===== src/rtl/hpd_pkg.sv =====
package hpd_pkg;
  // Host-side control bits grouped for the event core
  typedef struct packed {
    logic dvi_sel;
    logic irq_en;
    logic irq_rst;
  } hpd_ctrl_t;

  localparam int unsigned HPD_SYNC_DEFAULT = 2;
endpackage


===== src/rtl/hpd_sync.sv =====
module hpd_sync #(
  parameter int unsigned STAGES = 2
) (
  input  logic clk,
  input  logic rst,
  input  logic d_i,
  output logic q_o
);
  // Shift register of flops; STAGES must be at least 2
  logic [STAGES-1:0] sr_q;

  always_ff @(posedge clk) begin
    if (rst) begin
      sr_q <= '0;
    end else begin
      sr_q <= {sr_q[STAGES-2:0], d_i};
    end
  end

  assign q_o = sr_q[STAGES-1];
endmodule


===== src/rtl/hpd_event.sv =====
module hpd_event
  import hpd_pkg::*;
#(
  parameter int unsigned SYNC_STAGES = 2
) (
  input  logic      clk,
  input  logic      rst,
  input  logic      level_i,
  input  hpd_ctrl_t ctrl_i,
  output logic      evt_o
);
  // Cycles after reset before the synchronised level is trusted
  localparam int unsigned PRIME = SYNC_STAGES + 1;
  localparam int unsigned CW    = $clog2(PRIME + 1);
  localparam logic [CW-1:0] PRIME_END = CW'(PRIME);

  logic [CW-1:0] prime_q;
  logic          ref_q;
  logic          rearm_q;
  logic          evt_q;
  logic          primed;
  logic          release_now;
  logic          watch;

  assign primed      = (prime_q == PRIME_END);
  assign release_now = rearm_q && !ctrl_i.irq_rst;
  assign watch       = primed && !ctrl_i.irq_rst && !rearm_q && ctrl_i.dvi_sel;

  always_ff @(posedge clk) begin
    if (rst) begin
      prime_q <= '0;
      ref_q   <= 1'b0;
      rearm_q <= 1'b0;
      evt_q   <= 1'b0;
    end else begin
      if (!primed) begin
        prime_q <= prime_q + 1'b1;
      end
      rearm_q <= ctrl_i.irq_rst;
      ref_q   <= level_i;
      if (release_now) begin
        evt_q <= 1'b0;
      end else if (watch && (level_i != ref_q)) begin
        evt_q <= 1'b1;
      end
    end
  end

  assign evt_o = evt_q;
endmodule


===== src/rtl/hpd_irq_ctrl.sv =====
module hpd_irq_ctrl
  import hpd_pkg::*;
#(
  parameter int unsigned SYNC_STAGES = HPD_SYNC_DEFAULT
) (
  input  logic clk,
  input  logic rst,
  input  logic hpd_raw_i,
  input  logic dvi_sel_i,
  input  logic irq_en_i,
  input  logic irq_rst_i,
  output logic hpd_level_o,
  output logic irq_n_o,
  output logic drv_en_o
);
  logic      level_s;
  logic      evt;
  hpd_ctrl_t ctrl;

  assign ctrl = '{dvi_sel: dvi_sel_i, irq_en: irq_en_i, irq_rst: irq_rst_i};

  hpd_sync #(.STAGES(SYNC_STAGES)) sync_i (
    .clk (clk),
    .rst (rst),
    .d_i (hpd_raw_i),
    .q_o (level_s)
  );

  hpd_event #(.SYNC_STAGES(SYNC_STAGES)) event_i (
    .clk     (clk),
    .rst     (rst),
    .level_i (level_s),
    .ctrl_i  (ctrl),
    .evt_o   (evt)
  );

  // Registered outputs
  logic level_q, drv_q, irq_n_q;

  always_ff @(posedge clk) begin
    if (rst) begin
      level_q <= 1'b0;
      drv_q   <= 1'b0;
      irq_n_q <= 1'b1;
    end else begin
      level_q <= level_s;
      drv_q   <= level_s;
      irq_n_q <= !(evt && ctrl.irq_en);
    end
  end

  assign hpd_level_o = level_q;
  assign drv_en_o    = drv_q;
  assign irq_n_o     = irq_n_q;
endmodule


===== config.mk =====
export PLATFORM = sky130hd
export DESIGN_NAME = hpd_irq_ctrl
export DESIGN_NICKNAME = d
export VERILOG_FILES = /design/src/rtl/hpd_pkg.sv /design/src/rtl/hpd_sync.sv /design/src/rtl/hpd_event.sv /design/src/rtl/hpd_irq_ctrl.sv
export SDC_FILE = /design/constraint.sdc
export NUM_CORES = 1
export LEC_CHECK = 0
export BUFFER_PORTS_ARGS = -buffer_cell sky130_fd_sc_hd__buf_2
export CAP_MARGIN = 20
export CORE_AREA = 5 5 42 44
export DETAILED_ROUTE_END_ITERATION = 10
export DIE_AREA = 0 0 47 49
export GPL_ROUTABILITY_DRIVEN = 0
export HOLD_SLACK_MARGIN = 0.03
export PLACE_DENSITY = 0.43
export REMOVE_ABC_BUFFERS = 1
export SYNTH_ARGS = -nofsm -noshare
export SYNTH_HDL_FRONTEND = slang
export SYNTH_SLANG_ARGS = --single-unit

===== constraint.sdc =====
create_clock -name clk -period 1.08 [get_ports clk]
set_input_delay 0.216 -clock clk [delete_from_list [all_inputs] [get_ports clk]]
set_output_delay 0.216 -clock clk [all_outputs]
set_load 0.1 [all_outputs]

==> results of run 1 <==
-- Yosys cell counts --
cell type / instances / area share [%]
sky130_fd_sc_hd__a211oi_2: 1 / 4.6
sky130_fd_sc_hd__a41oi_1: 1 / 3.2
sky130_fd_sc_hd__buf_4: 1 / 2.8
sky130_fd_sc_hd__dfxtp_1: 8 / 59
sky130_fd_sc_hd__ha_1: 1 / 4.6
sky130_fd_sc_hd__inv_1: 1 / 1.4
sky130_fd_sc_hd__mux2i_1: 1 / 3.7
sky130_fd_sc_hd__nand3b_1: 1 / 2.8
sky130_fd_sc_hd__nor2_1: 3 / 4.2
sky130_fd_sc_hd__nor2b_1: 3 / 6.9
sky130_fd_sc_hd__xor2_1: 2 / 6.5
-- what timing repair did --
action / CTS / global route
gates resized for setup: 1 / 1
cloned: 0 / 0
endpoints found under the setup margin: 2 / 2
-- metrics by stage --
| stage | power (W) | hold WS, ns | worst slack, ns | util [%] |
|---|---|---|---|---|
| floorplan | 0.0003945 | 0.2827 | -1.110 | - |
| global placement | 0.0004228 | 0.4101 | 0.1791 | 26.79 |
| detailed placement | 0.0004273 | 0.4217 | 0.1396 | 26.79 |
| CTS | 0.0006602 | 0.1587 | 0.02143 | 27.95 |
| global route | 0.0006862 | 0.1652 | 0.02474 | 28.13 |
| finish | 0.0006378 | 0.1644 | 0.06399 | 28.13 |
-- cells in the final DEF (no fill, tap or decap) --
| cell type | synthesis | routed |
|---|---|---|
| sky130_fd_sc_hd__mux2i_1 | 1 | 1 |
| sky130_fd_sc_hd__nand3b_1 | 1 | 1 |
| sky130_fd_sc_hd__buf_2 | 0 | 5 |
| sky130_fd_sc_hd__a211oi_2 | 1 | 1 |
| sky130_fd_sc_hd__dfxtp_4 | 0 | 1 |
| sky130_fd_sc_hd__nor2_1 | 3 | 3 |
| sky130_fd_sc_hd__xor2_1 | 2 | 2 |
| sky130_fd_sc_hd__buf_12 | 0 | 3 |
| sky130_fd_sc_hd__clkbuf_4 | 0 | 3 |
| sky130_fd_sc_hd__a41oi_1 | 1 | 1 |
| sky130_fd_sc_hd__ha_1 | 1 | 1 |
| sky130_fd_sc_hd__nor2b_1 | 3 | 3 |
| sky130_fd_sc_hd__dfxtp_1 | 8 | 7 |
| sky130_fd_sc_hd__inv_1 | 1 | 1 |
-- final timing paths --
path                   endpoint  slack (ns)  depth (start not counted)
setup reg to reg  event_i.evt_o        0.14                          3
hold / removal          irq_n_o        0.16                          2
hold reg to reg         irq_n_o        0.42                          1
setup / recovery    hpd_level_o        0.06                          1
-- worst register-to-register path, delay by kind of cell, from the launching register on --
kind,cells,cell delay (ns)
AOI/OAI and AO/OA,2,0.28
DFF,1,0.34
adders and majority gates,1,0.22
-- where the power goes --
group          internal [W]  total [W]  switching, W
clock network      0.000127   0.000222     0.0000954
registers          0.000318   0.000331     0.0000135
logic             0.0000404  0.0000842     0.0000438
-- flip-flops by register name (all words and copies together) (netlist names) --
name / cells
event_i.evt_o: 1
event_i.prime_q: 2
event_i.rearm_q: 1
event_i.ref_q: 1
irq_n_o: 1
sync_i.sr_q: 2
-- cells by family after synthesis --
kind of cell               share of synthesized area [%]
buffers and inverters                              4.166
xor gates and xnor gates                           6.483
and+or+nand+nor                                    13.89
DFF                                                59.26
muxes                                              3.704
AOI/OAI and AO/OA                                  7.870
adders and majority gates                          4.629
-- routing by layer --
metal | routed length [µm] | global-route usage [%] | up-vias | part of all wire, %
li1 | - | - | 96 | -
met1 | 196 | 5.543 | 84 | 42
met2 | 205 | 6.109 | 7 | 44
met3 | 60 | 3.321 | 0 | 13
met4 | 0 | 5.530 | 0 | 0
met5 | 0 | 0 | - | 0
-- area by class of cell --
type	instances	area share (%)
Clock buffer	3	5.714
Inverter	1	0.9524
Multi-Input combinational cell	13	25.08
Sequential cell	8	41.59
Tap cell	16	5.079
Timing Repair Buffer	8	21.59
==> impl_results.rst, run 1 <==
.. list-table::
   :header-rows: 1

   * - Metric
     - Value
   * - Status
     - finished clean
   * - Final total negative setup slack
     - 0 ns
   * - Cell Rows
     - 14
   * - Cell area after technology mapping
     - 270.3 µm²
   * - Critical-path cell list
     - buf_12
   * - Sequential cell area fraction in the yosys report
     - 59.26%
   * - Timing-limited maximum frequency
     - 984.2 MHz
   * - DRC violations left
     - 0
   * - Worst min-delay path class
     - primary input to register
   * - Filler-free cell count of the finished design
     - 49
   * - Die X-Extent
     - 47 µm
   * - Initial cell density of the core
     - 19.29%
   * - Mean instance size in the synthesized netlist
     - 11.75 µm²
   * - Antenna violations before repair
     - 0
   * - Postcts setup bufs
     - 0
   * - Transition at the pin with the smallest max-transition slack
     - 0.2013 ns
   * - Cts bufs inserted
     - 3
   * - Post-route design area
     - 394.1 µm²
   * - Synthesis-stage register bit count
     - 8
   * - Post-layout net count
     - 42
   * - Setup repair after global routing missed its margin
     - false
   * - Die Span Y
     - 49 µm
   * - Worst reg2reg startpoint
     - event_i.prime_q[0]
   * - Critical path endpoint category
     - output port
   * - Count of routing violations after the opening detailed-route iteration
     - 2
   * - Total placed cells including tap cells
     - 47
   * - Multi-input combinational cell area
     - 98.84 µm²
   * - Data arrival at the endpoint of the critical path
     - 0.80 ns
   * - Count of buffers from port buffering
     - 8
   * - Max-cap violation count
     - 0
   * - Number of optimization iterations in the first detailed-route pass
     - 2
   * - Total wire length
     - 462 µm
   * - Clock sink count
     - 8
   * - Time the final worst path needs with I/O delays and setup
     - 1.016 ns
   * - TritonCTS clock tree
     - done
   * - Highest-delay cell along the critical path
     - sky130_fd_sc_hd__dfxtp_4
   * - Layout cell share with drive strength beyond 1
     - 39.39%
   * - GRT Total Usage
     - 5.155%
   * - Antenna cells
     - 0
   * - Global-route wire length before repair
     - 772 µm
   * - Critical path peak fanout
     - 3
   * - Worst-path clk slew
     - 0.05 ns
   * - Top-Level Pins
     - 9
   * - Max incr delay on CP
     - 0.38 ns
   * - Final period utilization
     - 94.07%
   * - Worst slew margin relative to its limit
     - 86.40%
   * - Number of buffers inserted by hold repair at cts
     - 0
   * - Clock Latency Late Sink
     - 0.25 ns
   * - Max rail drop VDD
     - 532.4 µV
   * - DR vias
     - 187
   * - Die Area
     - 2303 µm²
   * - H-tree levels
     - 1
   * - Critical path class
     - register to output port
   * - Vias in the first global route
     - 196
   * - Pwr/cell area
     - 1618 nW/µm²
   * - First element of the critical path
     - event_i.ref_q
   * - Half-perimeter wire length of the detailed placement result
     - 373.8 µm
   * - Register cell area after layout
     - 163.9 µm²
   * - Static leakage power
     - 0.1742 nW
   * - Largest clock skew in the final design
     - 0.004217 ns
   * - CTS root buf
     - sky130_fd_sc_hd__clkbuf_4
   * - Final Hold Viols
     - 0
   * - Count of final max-slew check failures
     - 0
   * - Residual overflow from global routing
     - 0
   * - Library cells used by synthesis
     - 11
   * - Warnings from Yosys
     - 0
   * - Final routed wire length divided by cell count
     - 9.429 µm
   * - Critical hold path startpoint
     - irq_en_i
   * - Number of filler instances in the final layout
     - 165
   * - Average via count per standard cell
     - 3.816
   * - Core box area
     - 1401 µm²
   * - Critical path launch point type
     - register
   * - Standard cell area after detailed placement
     - 375.4 µm²
   * - Required time of the critical path
     - 0.86 ns
   * - Signed area change from the synthesized netlist to the final layout
     - 45.83%
   * - WP buf/inv
     - 1
   * - Maximum clock insertion buffer count
     - 2
   * - Final setup violation count
     - 0
   * - Pin count of the biggest net entering global routing
     - 9
   * - Kind of cell adding the most delay to the critical path
     - flip-flops
   * - Antenna violation net count after detailed routing
     - 0
   * - Cells after synthesis
     - 23
(Power assumes the default switching activity.)
==> run 2: changes to the inputs <==
Settings changed: GPL_TIMING_DRIVEN set to 0.
==> impl_results.rst, run 2 (synthesis gave the netlist of run 1 again) <==
.. list-table::
   :header-rows: 1

   * - Metric
     - Value
   * - Status
     - finished clean
   * - Post-layout net count
     - 42 (unchanged)
   * - Count of cells along the worst register-to-register path
     - 3 (unchanged)
   * - Vias in the first global route
     - 215 (+9.7%)
   * - Antenna violation net count after detailed routing
     - 0 (unchanged)
   * - Final Hold Viols
     - 0 (unchanged)
   * - Post-route design area
     - 385.4 µm² (-2.2%)
   * - Highest-delay cell along the critical path
     - sky130_fd_sc_hd__dfxtp_4
   * - Core box area
     - 1401 µm² (unchanged)
   * - Max incr delay on CP
     - 0.38 ns (about the same)
   * - Critical path class
     - register to output port
   * - Residual overflow from global routing
     - 0 (unchanged)
   * - Cell Rows
     - 14 (unchanged)
   * - Required time of the critical path
     - 0.86 ns (about the same)
   * - Pin count of the biggest net entering global routing
     - 9 (unchanged)
   * - Fin worst setup slack
     - 0.05942 ns (-0.004569 ns)
   * - Time the final worst path needs with I/O delays and setup
     - 1.021 ns (+0.004569 ns)
   * - Transition at the pin with the smallest max-transition slack
     - 0.2177 ns (+0.01638 ns)
   * - Commonest cells after routing, fill and taps aside
     - sky130_fd_sc_hd__dfxtp_1, sky130_fd_sc_hd__buf_2, sky130_fd_sc_hd__nor2b_1, sky130_fd_sc_hd__nor2_1, sky130_fd_sc_hd__clkbuf_4
   * - Worst min-delay path class
     - primary input to register
   * - Critical-path cell list
     - buf_12
   * - Die X-Extent
     - 47 µm (unchanged)
   * - Clock sink count
     - 8 (unchanged)
   * - Reg2reg end
     - event_i.evt_o
   * - Cts bufs inserted
     - 3 (unchanged)
   * - Number of cells traversed by the worst hold path
     - 2 (unchanged)
   * - Static leakage power
     - 0.1695 nW (-2.7%)
   * - Minimum setup slack among reg-to-reg paths
     - 0.13 ns (about the same)
   * - GRT Total Usage
     - 4.940% (-0.22 points)
   * - Pwr/cell area
     - 1652 nW/µm² (+2.1%)
   * - Worst-path clk slew
     - 0.05 ns (about the same)
   * - Antenna cells
     - 0 (unchanged)
   * - Critical path endpoint category
     - output port
   * - Standard cell area after detailed placement
     - 322.8 µm² (-14%)
   * - Setup repair after global routing missed its margin
     - false
   * - Max-cap violation count
     - 0 (unchanged)
   * - Global-route wire length before repair
     - 731 µm (-5.3%)
   * - Antenna violations before repair
     - 0 (unchanged)
   * - Final setup violation count
     - 0 (unchanged)
   * - Number of buffers inserted by hold repair at cts
     - 0 (unchanged)
   * - Clock Latency Late Sink
     - 0.25 ns (about the same)
   * - Signed area change from the synthesized netlist to the final layout
     - 42.59%
   * - Regs by FF count
     - event_i.prime_q x2, sync_i.sr_q x2
   * - Critical hold path startpoint
     - irq_en_i
   * - Max rail drop VDD
     - 476.2 µV (-11%)
   * - H-tree levels
     - 1 (unchanged)
   * - Number of optimization iterations in the first detailed-route pass
     - 2 (unchanged)
   * - Die Area
     - 2303 µm² (unchanged)
   * - Largest clock skew in the final design
     - 0.003385 ns (-0.0008313 ns)
   * - Final period utilization
     - 94.50% (+0.42 points)
   * - Worst slew margin relative to its limit
     - 85.30% (-1.1 points)
   * - Average via count per standard cell
     - 3.959 (+3.7%)
   * - Layout cell share with drive strength beyond 1
     - 39.39% (unchanged)
   * - Initial cell density of the core
     - 19.29% (unchanged)
   * - CTS-repair resized insts
     - 9 (+8)
   * - Data arrival at the endpoint of the critical path
     - 0.80 ns (about the same)
   * - CTS root buf
     - sky130_fd_sc_hd__clkbuf_4
   * - Count of routing violations after the opening detailed-route iteration
     - 1 (-1)
   * - Most common library cell in the layout ignoring fill and taps
     - sky130_fd_sc_hd__dfxtp_1
   * - Critical path peak fanout
     - 3 (unchanged)
   * - Final worst hold slack
     - 0.1578 ns (-0.006669 ns)
   * - Worst reg2reg startpoint
     - event_i.prime_q[0]
   * - Timing-limited maximum frequency
     - 979.8 MHz (-0.45%)
   * - First element of the critical path
     - event_i.ref_q
   * - Die Span Y
     - 49 µm (unchanged)
   * - Total wire length
     - 463 µm (+0.22%)
   * - Critical path launch point type
     - register
   * - Maximum clock insertion buffer count
     - 2 (unchanged)
   * - Top-Level Pins
     - 9 (unchanged)
   * - WP buf/inv
     - 1 (unchanged)
   * - Count of final max-slew check failures
     - 0 (unchanged)
   * - Power, Total
     - 0.0006366 W (-0.19%)
   * - Placement-stage worst setup slack
     - 0.08342 ns (-0.05619 ns)
   * - DRC violations left
     - 0 (unchanged)
   * - DR vias
     - 194 (+3.7%)
   * - TritonCTS clock tree
     - done
   * - Postcts setup bufs
     - 0 (unchanged)
   * - Kind of cell adding the most delay to the critical path
     - flip-flops
   * - Final routed wire length divided by cell count
     - 9.449 µm (+0.22%)
   * - Endpoint of the worst hold path
     - irq_n_o
   * - Count of buffers from port buffering
     - 8 (unchanged)
==> run 2: layout make-up <==
type                       count  area (µm²)
fill                         157        1016
sequential                     8       163.9
multi-input combinational     13       98.84
timing repair buffer           8       76.32
clock buffer                   3       22.52
tap                           16       20.02
inverter                       1       3.754
==> run 2: worst max path at each step <==
stage / slack [ns] / endpoint / cells after the start
after floorplan: -1.11 / event_i.evt_o / 3
after global placement: 0.09 / drv_en_o / 1
after detailed placement: 0.08 / hpd_level_o / 1
after CTS: 0.003 / hpd_level_o / 1
after global routing: 0.02 / hpd_level_o / 1
final: 0.06 / hpd_level_o / 1
==> run 2: report_power, final <==
| group | switching, W | leakage (nW) | internal, W |
|---|---|---|---|
| clock | 0.0000918 | 0.0138 | 0.000126 |
| sequential | 0.0000134 | 0.0666 | 0.000318 |
| combinational | 0.0000464 | 0.0891 | 0.0000405 |
==> run 2: stage by stage <==
| step | instances | utilization, % | TNS [ns] |
|---|---|---|---|
| 4_1_cts | 49 | 26.70 | 0 |
| 3_3_place_gp | 46 | 23.04 | 0 |
| 3_5_place_dp | 46 | 23.04 | 0 |
| 6_report | 49 | 27.50 | 0 |
| 2_1_floorplan | 22 | - | -2.592 |
| 5_1_grt | 49 | 27.50 | 0 |
==> run 2: per-layer routing <==
metal	track usage (%)	routed length [µm]
met3	6.642	79
met5	0	0
met4	1.382	0
met2	6.335	203
met1	4.646	180
